`config.mk`:
```
export PLATFORM = sky130hd
export DESIGN_NAME = tremolo_gain
export DESIGN_NICKNAME = d
export VERILOG_FILES = /design/src/rtl/tremolo_gain.sv
export SDC_FILE = /design/constraint.sdc
export NUM_CORES = 1
export LEC_CHECK = 0
export ABC_AREA = 1
export BUFFER_PORTS_ARGS = -buffer_cell sky130_fd_sc_hd__buf_4
export CAP_MARGIN = 20
export CELL_PAD_IN_SITES_DETAIL_PLACEMENT = 2
export CELL_PAD_IN_SITES_GLOBAL_PLACEMENT = 2
export CORE_AREA = 10 10 246 248
export CTS_CLUSTER_SIZE = 28
export DETAILED_ROUTE_END_ITERATION = 6
export DIE_AREA = 0 0 256 258
export MAX_ROUTING_LAYER = met4
export PLACE_DENSITY = 0.75
export SLEW_MARGIN = 20
export SYNTH_ARGS = -nofsm -noshare
export SYNTH_HDL_FRONTEND = slang
export SYNTH_SLANG_ARGS = --single-unit
```
`constraint.sdc`:
```
create_clock -name clk -period 12.1 [get_ports clk]
set_input_delay 1.21 -clock clk [delete_from_list [all_inputs] [get_ports clk]]
set_output_delay 1.21 -clock clk [all_outputs]
set_load 0.01 [all_outputs]
```
`src/rtl/tremolo_gain.sv`:
```
module tremolo_gain #(
  parameter int W = 16
) (
  input  logic         clk,
  input  logic         rst_n,
  input  logic         in_valid,
  input  logic [W-1:0] in_left,
  input  logic [W-1:0] in_right,
  input  logic [W-1:0] gain,
  input  logic         ctrl_tick,
  input  logic         btn_n,
  output logic         out_valid,
  output logic [W-1:0] out_left,
  output logic [W-1:0] out_right
);
  localparam int PW = 2 * W;

  logic         phase_inv;
  logic         pressed;
  logic [W-1:0] gain_r;

  assign gain_r = phase_inv ? ~gain : gain;

  logic signed [PW-1:0] prod_l, prod_r;
  assign prod_l = $signed(in_left)  * $signed({1'b0, gain});
  assign prod_r = $signed(in_right) * $signed({1'b0, gain_r});

  always_ff @(posedge clk) begin
    if (!rst_n) begin
      out_valid <= 1'b0;
      out_left  <= '0;
      out_right <= '0;
    end else begin
      out_valid <= in_valid;
      if (in_valid) begin
        out_left  <= W'(prod_l >>> W);
        out_right <= W'(prod_r >>> W);
      end
    end
  end

  always_ff @(posedge clk) begin
    if (!rst_n) begin
      phase_inv <= 1'b0;
      pressed   <= 1'b0;
    end else if (ctrl_tick) begin
      if (btn_n) begin
        pressed <= 1'b0;
      end else if (!pressed) begin
        pressed   <= 1'b1;
        phase_inv <= ~phase_inv;
      end
    end
  end
endmodule


```
==> out/metrics.sh <==
RESULT_OF_THE_RUN='finished, final reports clean'
CELLS_RESIZED_BY_POST_CTS_REPAIR=0
CPMOSTUSEDCELL='fa_1'
DESIGN.CORE.AREA_MM2=0.0557
TIMING.FINAL.SETUP_VIOLATIONS=0
INITIAL_UTILIZATION_PCT=34.4
YOSYS_REGISTER_BITS=35
POSTROUTEANTENNANETS=0
PATH_CLK_SLEW_PS=60
WORST-ENDPOINT-ARRIVAL_PS=7760
SYNTH_SEQUENTIAL_AREA_RATIO_PCT=3.65
DIEAREA_MM2=0.0660
SYN-CELL-AREA_MM2=0.0192
SYNTHDOMINANTCELLAREASHARE_PCT=40.3
TIMING.CLOCK.SKEW_PS=2.83
CRITPATHMAXSTAGEDELAY_PS=600
DRT-VIAS-PER-INSTANCE=4.97
DRCVIOLATIONCOUNT=0
SYNTH_EDF_COUNT=0
MAX_FREQ_MHz=133
CLOCKROOTBUFFER='clkbuf_16'
DRTITER0DRC=917
CRITPATHCAPTURETYPE='register'
N_FILL_CELL=6669
PERIOD_NEEDED_PS=7530
CTS_MAX_LEVEL=2
AREAGROWTHSYNTHTOFINISH_PCT=7.20
PATH_CELLS='buf_4 -> or2_2 -> nand2_1 -> clkinv_1 -> nand2_1 -> fa_1 -> inv_1 -> fa_1 -> fa_1 -> fa_1 -> fa_1 -> inv_1 -> fa_1 -> inv_1 -> ha_1 -> a21oi_1 -> o21ai_0 -> a21oi_1 -> nor2_1 -> nor3_1 -> nand3_1 -> nand2_1 -> nor2_1 -> nor2_1'
FINAL_MIN_PERIOD_OVER_CLOCK_PERIOD_PCT=62.2
TIGHTEST_PIN_TRANSITION_PS=1010
YOSYS.AREA.TOP_TYPE='fa_1'
CTS_SINKS=35
HOLD_REMOVAL_PATH_CLASS='register to register'
POST_CTS_BUFFERS=0
CP-START-KIND='input pin'
CTS_BUFFER_DEPTH=2
SYNTH_ASYNC_SR_FLOP_SHARE_PCT=0
SYNTH.YOSYS.WARNINGS=0
WIRE_LENGTH_OF_THE_FIRST_GLOBAL_ROUTING_PASS_UM=114000
DRT_PRE_ANTENNA_ITERS=5
WORST-ENDPOINT-REQUIRED_PS=12320
DRT-TOTAL-WL_UM=71800
ANTENNA_FOUND_INITIAL=0
DIE_W_UM=256
CTS_TREE='built'
VIA_COUNT=16628
DP_HPWL_UM=61400
PORT_BUFFERS=85
SYNTHESIS.NETS=3258
CRITICAL_PATH_PEAK_FANOUT=18
NNETSFINAL=3259
CTS_MADE_BUFFERS=5
SETUP_TNS_PS=0
RSZ0062_AT_GRT='false'
CTS_HOLD_BUF=0
FINAL_MAX_SLEW_VIOL_COUNT=0
POST_SYNTH_NUM_CELL_TYPES=41
NETLIST_TOP_CELLS_COUNT='698 x inv_1, 593 x nand2_1, 386 x fa_1'
DIEHEIGHT_UM=258
GLOBALROUTETOTALUTIL_PCT=22.6
SLEW_HEADROOM_PCT=32.9
SYNTH.MOST_COMMON_CELL='inv_1'
CRIT_PATH_MAX_DELAY_CELL_TYPE='fa_1'
POST_DRT_WL_PER_CELL_UM=21.4
FINAL_HOLD_VIOL_COUNT=0
INSERTEDDIODECOUNT=0
MAX_CAP_VIOLATIONS=0
POSTSYNTH.TOPFLOPCELL='dfxtp_1'
WORST_SKEW_PAIR.LATE_LATENCY_PS=290
NUM_IO_PINS=86
SYNTH.AVG_CELL_AREA_UM2=7.41
PLACEMENTROWS=87
GRT_MAX_DEGREE=66
ROUTABILITYCONGESTION=0.889
SYNTH.AREA.TOP_CELLS='fa_1 40%, ha_1 15%, inv_1 14%'
OVERFLOW=0
FRACTION_OF_FINAL_LAYOUT_CELLS_WITH_DRIVE_STRENGTH_GREATER_THAN_1_PCT=4.47
TIMING_WORST_SETUP_PATH_TYPE='input pin to register'
GRT_PASS1_VIAS=19712
SYNTHCELLS=2591
==> area by class of cell <==
cell class / count / area (um2) / share of cell area, %
multi-input combinational: 1752 / 15500 / 75.2
inverter: 713 / 2680 / 13.0
tap: 756 / 946 / 4.60
sequential: 35 / 701 / 3.41
timing repair buffer: 85 / 638 / 3.10
clock buffer: 5 / 125 / 0.608
clock inverter: 3 / 20.0 / 0.0973
==> registers in the layout (all words and copies together) (netlist names) <==
register,count
out_valid,1
pressed,1
out_right,16
phase_inv,1
out_left,16
==> routing by layer <==
metal	GRT usage (%)	wire [um]	vias up
met2	36.7	33100	388
met5	-	0	-
li1	-	-	7500
met1	30.2	34000	8662
met3	3.17	3710	78
met4	3.34	996	0
==> through the flow <==
step / cell area [um2] / cells / setup WS (ps) / hold WS [ps] / utilization [%]
after global routing: 20600 / 3349 / 4190 / 519 / 36.9
after global placement: 20400 / 3341 / 4420 / 460 / 36.6
after floorplan: 19200 / 2591 / 5610 / 453 / -
after CTS: 20600 / 3349 / 4580 / 486 / 36.9
after detailed placement: 20400 / 3341 / 4320 / 476 / 36.6
final: 20600 / 3349 / 4570 / 483 / 36.9
==> final timing paths <==
| kind | start | endpoint | slack, ps | cells past startpoint |
|---|---|---|---|---|
| setup reg to reg | phase_inv | out_right[5] | 4630 | 22 |
| hold reg to reg | pressed | pressed | 480 | 2 |
| hold / removal | pressed | pressed | 480 | 2 |
| setup / recovery | gain[6] | out_right[11] | 4570 | 24 |
==> cell usage in the layout, fill, tap and decap left out, types with 2 or more instances in the layout <==
cell type   synthesis  routed
a21boi_0            2       2
a21o_1             15      15
a21oi_1            80      80
a31oi_1             8       8
buf_4               1      85
clkbuf_16           0       5
clkinv_1           12      12
clkinvlp_4          0       2
dfxtp_1            35      35
fa_1              386     386
ha_1              228     228
inv_1             698     698
inv_2               3       3
nand2_1           593     593
nand2_2             5       5
nand3_1            48      48
nand4_1             4       4
nor2_1            252     252
nor3_1             19      19
o211ai_1            3       3
o21a_1              5       5
o21ai_0            55      55
o21bai_1            7       7
o21bai_2            2       2
o311ai_0            2       2
or2_2               8       8
xnor2_1            11      11
xor2_1              8       8
==> cell families after synthesis <==
kind of cell / count (synthesis) / share of synthesized area [%]
buffers and inverters: 804 / 15.8
AO/OA/AOI/OAI: 184 / 5.44
XOR/XNOR: 19 / 0.867
AND/OR/NAND/NOR: 935 / 19.1
adder cells (fa/ha/maj): 614 / 55.1
flip-flops: 35 / 3.65
==> worst max-delay path: cells and delay by family <==
family          cells  cell delay (ps)
compound gates      3              680
fa+ha+maj           7             3250
buf+inv             5              970
simple gates        9             1620
Power is not shown: default switching activity piles up to over one toggle a cycle in this logic, so the estimate is an artifact.
